### config.mk
export PLATFORM = sky130hd
export DESIGN_NAME = bw_write_unit
export DESIGN_NICKNAME = d
export VERILOG_FILES = /design/src/rtl/bw_pkg.sv /design/src/rtl/bw_rst_sync.sv /design/src/rtl/bw_strobe_decode.sv /design/src/rtl/bw_capture_stage.sv /design/src/rtl/bw_lane_array.sv /design/src/rtl/bw_write_unit.sv
export SDC_FILE = /design/constraint.sdc
export NUM_CORES = 2
export LEC_CHECK = 0
export BUFFER_PORTS_ARGS = -buffer_cell sky130_fd_sc_hd__clkbuf_2
export CELL_PAD_IN_SITES_DETAIL_PLACEMENT = 0
export CELL_PAD_IN_SITES_GLOBAL_PLACEMENT = 1
export CORE_MARGIN = 2
export CORE_UTILIZATION = 45
export CTS_CLUSTER_SIZE = 20
export DETAILED_ROUTE_END_ITERATION = 8
export HOLD_SLACK_MARGIN = 0.12
export PLACE_DENSITY = 0.66
export SYNTH_ARGS = -nofsm -noshare
export SYNTH_HDL_FRONTEND = slang
export SYNTH_SLANG_ARGS = --single-unit
### constraint.sdc
create_clock -name clk -period 1.2 [get_ports clk]
set_clock_uncertainty 0.05 [all_clocks]
set_input_delay 0.12 -clock clk [delete_from_list [all_inputs] [get_ports clk]]
set_output_delay 0.12 -clock clk [all_outputs]
set_load 0.03 [all_outputs]
### src/rtl/bw_pkg.sv
package bw_pkg;

  // Kind of cycle decoded from the write controls.
  typedef enum logic [1:0] {
    BW_OP_VOID = 2'd0,
    BW_OP_READ = 2'd1,
    BW_OP_LANE = 2'd2,
    BW_OP_FULL = 2'd3
  } bw_op_e;

  // Number of stages in the reset release synchronizer.
  localparam int unsigned BW_RST_STAGES = 2;

endpackage

### src/rtl/bw_rst_sync.sv
module bw_rst_sync #(
  parameter int unsigned STAGES = 2
) (
  input  logic clk,
  input  logic rst_n,
  output logic rst_sync_n
);

  logic [STAGES-1:0] chain_q;
  logic [STAGES-1:0] chain_d;

  always_comb begin
    chain_d = {chain_q[STAGES-2:0], 1'b1};
  end

  always_ff @(posedge clk or negedge rst_n) begin
    if (!rst_n) begin
      chain_q <= '0;
    end else begin
      chain_q <= chain_d;
    end
  end

  assign rst_sync_n = chain_q[STAGES-1];

endmodule

### src/rtl/bw_strobe_decode.sv
module bw_strobe_decode
  import bw_pkg::*;
#(
  parameter int unsigned LANES = 4
) (
  input  logic             full_wr_n,
  input  logic             lane_en_n,
  input  logic [LANES-1:0] lane_sel_n,
  output logic [LANES-1:0] stb,
  output logic             rd_req,
  output bw_op_e           op
);

  logic [LANES-1:0] sel_act;

  // Per-lane active-high select, one gate per lane.
  for (genvar i = 0; i < LANES; i++) begin : g_sel
    assign sel_act[i] = ~lane_sel_n[i];
  end

  // Full-word write outranks lane enable, which outranks a read.
  always_comb begin
    op = BW_OP_READ;
    if (!full_wr_n) begin
      op = BW_OP_FULL;
    end else if (!lane_en_n) begin
      op = (|sel_act) ? BW_OP_LANE : BW_OP_VOID;
    end
  end

  always_comb begin
    stb    = '0;
    rd_req = 1'b0;
    unique case (op)
      BW_OP_FULL: stb    = '1;
      BW_OP_LANE: stb    = sel_act;
      BW_OP_READ: rd_req = 1'b1;
      default:    stb    = '0;
    endcase
  end

endmodule

### src/rtl/bw_capture_stage.sv
module bw_capture_stage #(
  parameter int unsigned LANES  = 4,
  parameter int unsigned ADDR_W = 6,
  parameter int unsigned DATA_W = 32
) (
  input  logic              clk,
  input  logic              rst_n,
  input  logic [LANES-1:0]  stb_d,
  input  logic              rd_d,
  input  logic [ADDR_W-1:0] addr_d,
  input  logic [DATA_W-1:0] data_d,
  output logic [LANES-1:0]  stb_q,
  output logic              rd_q,
  output logic [ADDR_W-1:0] addr_q,
  output logic [DATA_W-1:0] data_q
);

  logic              cap_en;
  logic [ADDR_W-1:0] addr_nxt;
  logic [DATA_W-1:0] data_nxt;

  // Address and data flops only load when the cycle does something.
  always_comb begin
    cap_en   = rd_d | (|stb_d);
    addr_nxt = addr_q;
    data_nxt = data_q;
    if (cap_en) begin
      addr_nxt = addr_d;
      data_nxt = data_d;
    end
  end

  always_ff @(posedge clk or negedge rst_n) begin
    if (!rst_n) begin
      stb_q <= '0;
      rd_q  <= 1'b0;
    end else begin
      stb_q <= stb_d;
      rd_q  <= rd_d;
    end
  end

  always_ff @(posedge clk) begin
    addr_q <= addr_nxt;
    data_q <= data_nxt;
  end

endmodule

### src/rtl/bw_lane_array.sv
module bw_lane_array #(
  parameter int unsigned LANES  = 4,
  parameter int unsigned LANE_W = 8,
  parameter int unsigned ADDR_W = 6
) (
  input  logic                    clk,
  input  logic                    rst_n,
  input  logic [LANES-1:0]        we,
  input  logic                    re,
  input  logic [ADDR_W-1:0]       addr,
  input  logic [LANES*LANE_W-1:0] wdata,
  output logic [LANES*LANE_W-1:0] rdata,
  output logic                    rvalid
);

  localparam int unsigned DEPTH  = 1 << ADDR_W;
  localparam int unsigned DATA_W = LANES * LANE_W;

  logic [DATA_W-1:0] rd_word;
  logic [DATA_W-1:0] q_nxt;
  logic              v_nxt;

  // One independent store per lane; a lane only loads on its own strobe.
  for (genvar i = 0; i < LANES; i++) begin : g_lane
    logic [LANE_W-1:0] mem [DEPTH];

    always_ff @(posedge clk) begin
      if (we[i]) begin
        mem[addr] <= wdata[LANE_W*i +: LANE_W];
      end
    end

    assign rd_word[LANE_W*i +: LANE_W] = mem[addr];
  end

  always_comb begin
    v_nxt = re;
    q_nxt = rdata;
    if (re) begin
      q_nxt = rd_word;
    end
  end

  always_ff @(posedge clk or negedge rst_n) begin
    if (!rst_n) begin
      rdata  <= '0;
      rvalid <= 1'b0;
    end else begin
      rdata  <= q_nxt;
      rvalid <= v_nxt;
    end
  end

endmodule

### src/rtl/bw_write_unit.sv
module bw_write_unit
  import bw_pkg::*;
#(
  parameter int unsigned LANES  = 4,
  parameter int unsigned LANE_W = 8,
  parameter int unsigned ADDR_W = 6
) (
  input  logic                    clk,
  input  logic                    rst_n,
  input  logic                    full_wr_n,
  input  logic                    lane_en_n,
  input  logic [LANES-1:0]        lane_sel_n,
  input  logic [ADDR_W-1:0]       addr,
  input  logic [LANES*LANE_W-1:0] wr_data,
  output logic [LANES-1:0]        lane_wr,
  output logic [LANES*LANE_W-1:0] rd_data,
  output logic                    rd_valid
);

  localparam int unsigned DATA_W = LANES * LANE_W;

  logic              rst_core_n;
  logic [LANES-1:0]  stb_d;
  logic              rd_d;
  bw_op_e            op_d;
  logic [LANES-1:0]  stb_q;
  logic              rd_q;
  logic [ADDR_W-1:0] addr_q;
  logic [DATA_W-1:0] data_q;

  bw_rst_sync #(
    .STAGES(BW_RST_STAGES)
  ) u_rst (
    .clk       (clk),
    .rst_n     (rst_n),
    .rst_sync_n(rst_core_n)
  );

  bw_strobe_decode #(
    .LANES(LANES)
  ) u_dec (
    .full_wr_n (full_wr_n),
    .lane_en_n (lane_en_n),
    .lane_sel_n(lane_sel_n),
    .stb       (stb_d),
    .rd_req    (rd_d),
    .op        (op_d)
  );

  bw_capture_stage #(
    .LANES (LANES),
    .ADDR_W(ADDR_W),
    .DATA_W(DATA_W)
  ) u_cap (
    .clk   (clk),
    .rst_n (rst_core_n),
    .stb_d (stb_d),
    .rd_d  (rd_d),
    .addr_d(addr),
    .data_d(wr_data),
    .stb_q (stb_q),
    .rd_q  (rd_q),
    .addr_q(addr_q),
    .data_q(data_q)
  );

  bw_lane_array #(
    .LANES (LANES),
    .LANE_W(LANE_W),
    .ADDR_W(ADDR_W)
  ) u_arr (
    .clk   (clk),
    .rst_n (rst_core_n),
    .we    (stb_q),
    .re    (rd_q),
    .addr  (addr_q),
    .wdata (data_q),
    .rdata (rd_data),
    .rvalid(rd_valid)
  );

  assign lane_wr = stb_q;

  logic unused_op;
  assign unused_op = ^op_d;

endmodule

## Word-level counts from Yosys, hierarchy flattened

Memories as Yosys holds them, arrays and structs flattened. A register that Yosys moved wholly into a read port is not among the register bits.
Index checks and enable logic that the tools add are counted.

| storage, ports and cells | value |
|---|---|
| register bits after elaboration | 46 |
| word-level logic and storage cells | 37 |
| output and inout bits | 37 |
| input port bits | 46 |
| bits in writable memories | 2,048 |
| memories | 4 |

Memories:

| memory | words | width | rd ports | clocked after memory_dff | wr ports | line | source |
|---|---|---|---|---|---|---|---|
| u_arr.g_lane[0].mem | 64 | 8 | 1 | 1 | 1 | bw_lane_array.sv:25 | `logic [LANE_W-1:0] mem [DEPTH];` |
| u_arr.g_lane[1].mem | 64 | 8 | 1 | 1 | 1 | bw_lane_array.sv:25 |  |
| u_arr.g_lane[2].mem | 64 | 8 | 1 | 1 | 1 | bw_lane_array.sv:25 |  |
| u_arr.g_lane[3].mem | 64 | 8 | 1 | 1 | 1 | bw_lane_array.sv:25 |  |

| cells by class | value |
|---|---|
| reduce and logical (&&, ||, !) cells | 6 |
| multiplexer cells | 13 |
| equality and inequality tests | 3 |
| bitwise logic cells | 5 |

Operators by type and width:

| cell | number |
|---|---|
| 2-to-1 mux 1 bit | 9 |
| one-hot mux 4 bit (2 select lines) | 1 |
| OR reduction 4 bit | 2 |
| 2-to-1 mux 2 bit | 3 |
| == test 2 bit, second input constant | 2 |
| zero test 1 bit | 4 |
| NOT 1 bit | 4 |
| == test 2 x 1 -> 1 bit, second input constant | 1 |
| bitwise OR 1 bit | 1 |

## Logic depth before layout (Yosys ltp)

| logic depth | value |
|---|---|
| word-level depth | 9 |
| mapped depth | 12 |
| depth with buffers taken out | 6 |

## Cells and area by module

A second synthesis with hierarchy kept.

| second synthesis, totals | value |
|---|---|
| cells, all modules | 4,450 |
| area, all modules | 82,110.0 µm² |

Modules (own cells, without submodules):

| module | times used | area an instance (µm²) | seq. area each (µm²) | cells each |
|---|---|---|---|---|
| bw_lane_array | 1 | 80,729.9 | 62,324.8 | 4,393 |
| bw_capture_stage | 1 | 1,278.7 | 1,266.2 | 46 |
| bw_rst_sync | 1 | 53.8 | 50.0 | 3 |
| bw_strobe_decode | 1 | 47.5 | 0.0 | 8 |

## Worst setup path before layout

Ideal clock, no wire load.

| timing path | value |
|---|---|
| path kind | flip-flop to flip-flop |
| start | register u_cap.addr_q[0] |
| end | memory u_arr.g_lane[2].mem[14][0] (enable) |
| stages on the path, launching flop included | 9 |
| slack | -1,324 ps |
| path buffers | 5 |
| period minus slack after synthesis | 2,524 ps |
| data arrival time | 2,104 ps |
| library setup time | 370 ps |
| path through | edfxtp_1 buf_6 buf_6 buf_6 nor2_1 clkbuf_1 buf_2 nand2_1 nor2_1 |

RTL lines:

| element | line | source |
|---|---|---|
| start, declared | bw_capture_stage.sv:14 | `output logic [ADDR_W-1:0] addr_q,` |
| start signal, assigned | bw_capture_stage.sv:44 | `addr_q <= addr_nxt;` |
| end, declared | bw_lane_array.sv:25 |  |

Straight into the memory's write port.

==> PnR_summary.wiki <==
{| class="wikitable"
! Metric !! Value
|-
| Min Tclk post-route || roughly 2700 ps
|-
| Vias after detailed routing || 49,100
|-
| CP cell instances || buf_6 -> clkbuf_16 -> buf_4 -> and3b_2 -> buf_6 -> a22oi_2 -> a31oi_4 -> or4_1 -> o32a_1
|-
| Worst path most repeated cell || sky130_fd_sc_hd__buf_6
|-
| Syn Std Cell Area || 81,800 sq um
|-
| Headroom to the max-slew limit || between 50% and 60%
|-
| Crit. End Element || register
|-
| Port Buffers || between 80 and 90
|-
| Post-synth EDFFs || between 2,000 and 2,500
|-
| Cell area after layout || 107,000 sq um
|-
| Primary flip-flop cell chosen by synthesis mapping || sky130_fd_sc_hd__edfxtp_1
|-
| Number of nets in the finished design || 5,670
|-
| Fraction of layout instances using a drive strength above 1 || 37.4%
|-
| Hold Fails Final Rpt || 0
|-
| Number of endpoints failing setup at the final stage || 2,118
|-
| Detailed placement HPWL || 165 mm
|-
| Violations in the final reports || setup timing
|-
| Number of clock sinks || 2,126
|-
| Maximum number of pins on one net before global-route repair || 65
|-
| Number of rows in the core area || 156
|-
| Total power || between 0.15 and 0.2 W
|-
| Vias in the first global route || 48,700
|-
| Post-place instance area || about 95,000 sq um
|-
| Maximum single-stage delay on the critical path || ~520 ps
|-
| Final max-slew violation count || 0
|-
| Max clock buf depth || 3
|-
| CP startpoint kind || register
|-
| Total I/O pin count || 83
|-
| Unrepaired setup endpoints after global routing || yes
|-
| Core area || 181,000 sq um
|-
| Clock transition at path regs || roughly 70 ps
|-
| Post-layout worst setup margin || -1550 ps
|-
| Fraction of synthesized cell area taken by the top area cell type || 76.5%
|-
| Post-route DRC violation count || 0
|-
| Remaining antenna violation count after routing || 0
|-
| CP delay by family, top || simple AND/OR/NAND/NOR gates
|-
| Arrival time of data at the critical path endpoint || ~3400 ps
|-
| Leading post-synthesis cells by cell area || sky130_fd_sc_hd__edfxtp_1 77%, sky130_fd_sc_hd__mux4_2 4.7%, sky130_fd_sc_hd__mux2i_1 4.2%
|-
| Worst hold-check path type || in -> reg
|-
| Synth Warn # || 0
|-
| Layout overhead on the synthesized area || 30.6%
|-
| Die span in y || between 400 and 500 um
|-
| Part of the total power dissipated in the clock network || between 40 and 50%
|-
| Final period utilization || 229%
|-
| CP max FO || 8
|-
| CTS tree || done
|-
| Clock tree root buffer cell || sky130_fd_sc_hd__clkbuf_16
|-
| Worst slew pin tran || ~690 ps
|-
| Number of flip-flops and latches in the synthesized netlist || 2,126
|-
| Post-Synthesis Net Count || 4,477
|-
| First-pass iteration count of the detailed router || 6
|-
| Pwr per Cell Area || 1540 nW/um^2
|-
| Distinct cells, synth || 66
|-
| GRT overflow || 0
|-
| 1st-iter DRT viols || 6,111
|-
| Total wire length || 257 mm
|-
| Fin Setup TNS || -2,371,380 ps
|-
| Floorplan die width || 430 um
|-
| Leakage Power || 36.5 nW
|-
| First-pass GRT wire length || 361 mm
|-
| Internal power || 0.127 W
|-
| Via-to-Cell Ratio || 6.01
|-
| RePlAce Congestion || 0.865
|-
| Combinational share of power || 9.1%
|-
| Library cell occupying the most area in the post-synthesis netlist || sky130_fd_sc_hd__edfxtp_1
|-
| Worst-case vdd ir drop || 1690 uV
|-
| Synth Instances || about 4,400
|-
| Antenna violations before repair || 8
|-
| Most common cell in the synthesized netlist || sky130_fd_sc_hd__edfxtp_1
|-
| Ranking of synthesized cells by instance count || 2,086 x sky130_fd_sc_hd__edfxtp_1, 344 x sky130_fd_sc_hd__mux2i_1, 337 x sky130_fd_sc_hd__nor2_1
|-
| Avg WL per Cell || 31.4 um
|-
| H-Tree Level Count || 4
|-
| Max Cap Viol || 0
|-
| Post-synth ARST share || 1.88%
|-
| Total global-route track usage || 27.3%
|-
| Clock buffers created by TritonCTS || 208
|-
| Worst setup path category || reg -> reg
|-
| Initial core utilization || 45.3%
|-
| Fmax || 364 MHz
|-
| Mean Syn Cell Area || 18.5 sq um
|-
| End-of-flow core utilization || 59.2%
|-
| Overall die area || 185,000 sq um
|-
| Cell at the slowest stage of the critical path || sky130_fd_sc_hd__or4_1
|-
| Run status || finished, violations left
|-
| Share of power burned in registers || 50.7%
|-
| Worst path bufs/invs || 4
|-
| Portion of the post-synthesis area used by sequential elements || 77.8%
|-
| Worst-skew pair later-pin latency || 850 ps
|-
| CP Data Required Time || around 1900 ps
|-
| Sw frac || 22.9%
|-
| Net switching power of the design || 0.0376 W
|}
sequential cells by signal, summed over array words and instances, names as in the netlist:
name / count
u_arr.g_lane.mem: 2048
u_arr.rdata: 32
u_cap.data_q: 32
u_cap.addr_q: 6
u_cap.stb_q: 4
u_rst.chain_q: 2
u_arr.rvalid: 1
u_cap.rd_q: 1
power by group through the flow:
stage / logic (W) / clock network (W) / registers (W)
global route: 0.0156 / 0.0697 / 0.0834
detailed placement: 0.0131 / 0 / 0.0850
finish: 0.0150 / 0.0661 / 0.0834
floorplan: 0.00511 / 0 / 0.0857
global placement: 0.0130 / 0 / 0.0850
CTS: 0.0143 / 0.0667 / 0.0834
timing repair:
action,CTS,global route
gates cloned,9,6
setup endpoints to repair,2118,2118
gates resized for setup,341,237
hold buffers,90,0
endpoints found under the hold margin,83,0
pin swaps,84,87
setup buffers,50,50
cell usage in the layout, fill, tap and decap left out, types with 44 or more instances in the layout:
| master | instances |
|---|---|
| sky130_fd_sc_hd__o22ai_1 | 59 |
| sky130_fd_sc_hd__a221oi_1 | 94 |
| sky130_fd_sc_hd__buf_4 | 673 |
| sky130_fd_sc_hd__mux2i_1 | 336 |
| sky130_fd_sc_hd__buf_12 | 300 |
| sky130_fd_sc_hd__o21ai_0 | 55 |
| sky130_fd_sc_hd__clkinv_2 | 44 |
| sky130_fd_sc_hd__nor2_4 | 74 |
| sky130_fd_sc_hd__edfxtp_1 | 2086 |
| sky130_fd_sc_hd__nor2_2 | 114 |
| sky130_fd_sc_hd__mux2_2 | 67 |
| sky130_fd_sc_hd__nor2_1 | 151 |
| sky130_fd_sc_hd__nand2_1 | 124 |
| sky130_fd_sc_hd__clkbuf_2 | 82 |
| sky130_fd_sc_hd__a21oi_1 | 73 |
| sky130_fd_sc_hd__clkbuf_16 | 220 |
| sky130_fd_sc_hd__a221oi_2 | 70 |
| sky130_fd_sc_hd__mux4_2 | 172 |
| sky130_fd_sc_hd__dlygate4sd3_1 | 90 |
| sky130_fd_sc_hd__buf_6 | 89 |
| sky130_fd_sc_hd__a22oi_1 | 159 |
through the flow:
stage,setup slack [ps],hold slack [ps],cells
2_1_floorplan,-1180,-226,4431
3_3_place_gp,-1870,-144,7586
3_5_place_dp,-1900,-138,7586
4_1_cts,-1490,136,8123
5_1_grt,-1580,142,8178
6_report,-1550,182,8181
logic make-up after synthesis:
family          share of synthesized area [%]
compound gates                           7.15
buf+inv                                  1.94
flops                                    77.8
mux                                      9.95
other cells                           0.00458
simple gates                             3.19
worst register-to-register path, stage by stage (launching register included):
cell,delay [ps]
sky130_fd_sc_hd__edfxtp_1,510
sky130_fd_sc_hd__buf_6,180
sky130_fd_sc_hd__clkbuf_16,150
sky130_fd_sc_hd__buf_4,140
sky130_fd_sc_hd__and3b_2,240
sky130_fd_sc_hd__buf_6,170
sky130_fd_sc_hd__a22oi_2,190
sky130_fd_sc_hd__a31oi_4,150
sky130_fd_sc_hd__or4_1,520
sky130_fd_sc_hd__o32a_1,350
worst paths after layout:
| kind | startpoint | end | slack, ps | depth (start not counted) |
|---|---|---|---|---|
| min | lane_sel_n[3] | u_cap.stb_q[3] | 180 | 4 |
| max in group asynchronous | u_rst.chain_q[1] | u_arr.rdata[8] | 190 | 1 |
| max | u_cap.addr_q[2] | u_arr.rdata[3] | -1550 | 9 |
| min reg2reg | u_rst.chain_q[0] | u_rst.chain_q[1] | 300 | 0 |
| min in group asynchronous | u_rst.chain_q[1] | u_cap.stb_q[2] | 340 | 0 |
| max reg2reg | u_cap.addr_q[2] | u_arr.rdata[3] | -1550 | 9 |
metal layers:
layer  wire, um  up-vias  GRT usage [%]  share of wire [%]
li1           -    20600              -                  -
met1     104000    25800           38.1                 41
met2     123000     2300           44.0                 48
met3      20800      410           4.64                8.1
met4       9350        4           9.01                3.6
met5         27        -              0              0.010
cell type report:
type | count | area, sq um
inverters | 3 | 23.8
clock buffers | 266 | 5640
fillers | 13400 | 73800
clock inverters | 126 | 1270
multi-input cells | 2007 | 19100
well taps | 2370 | 2970
flip-flops and latches | 2126 | 63600
diodes | 5 | 12.5
repair buffers | 1278 | 14300
(Power assumes the default switching activity.)
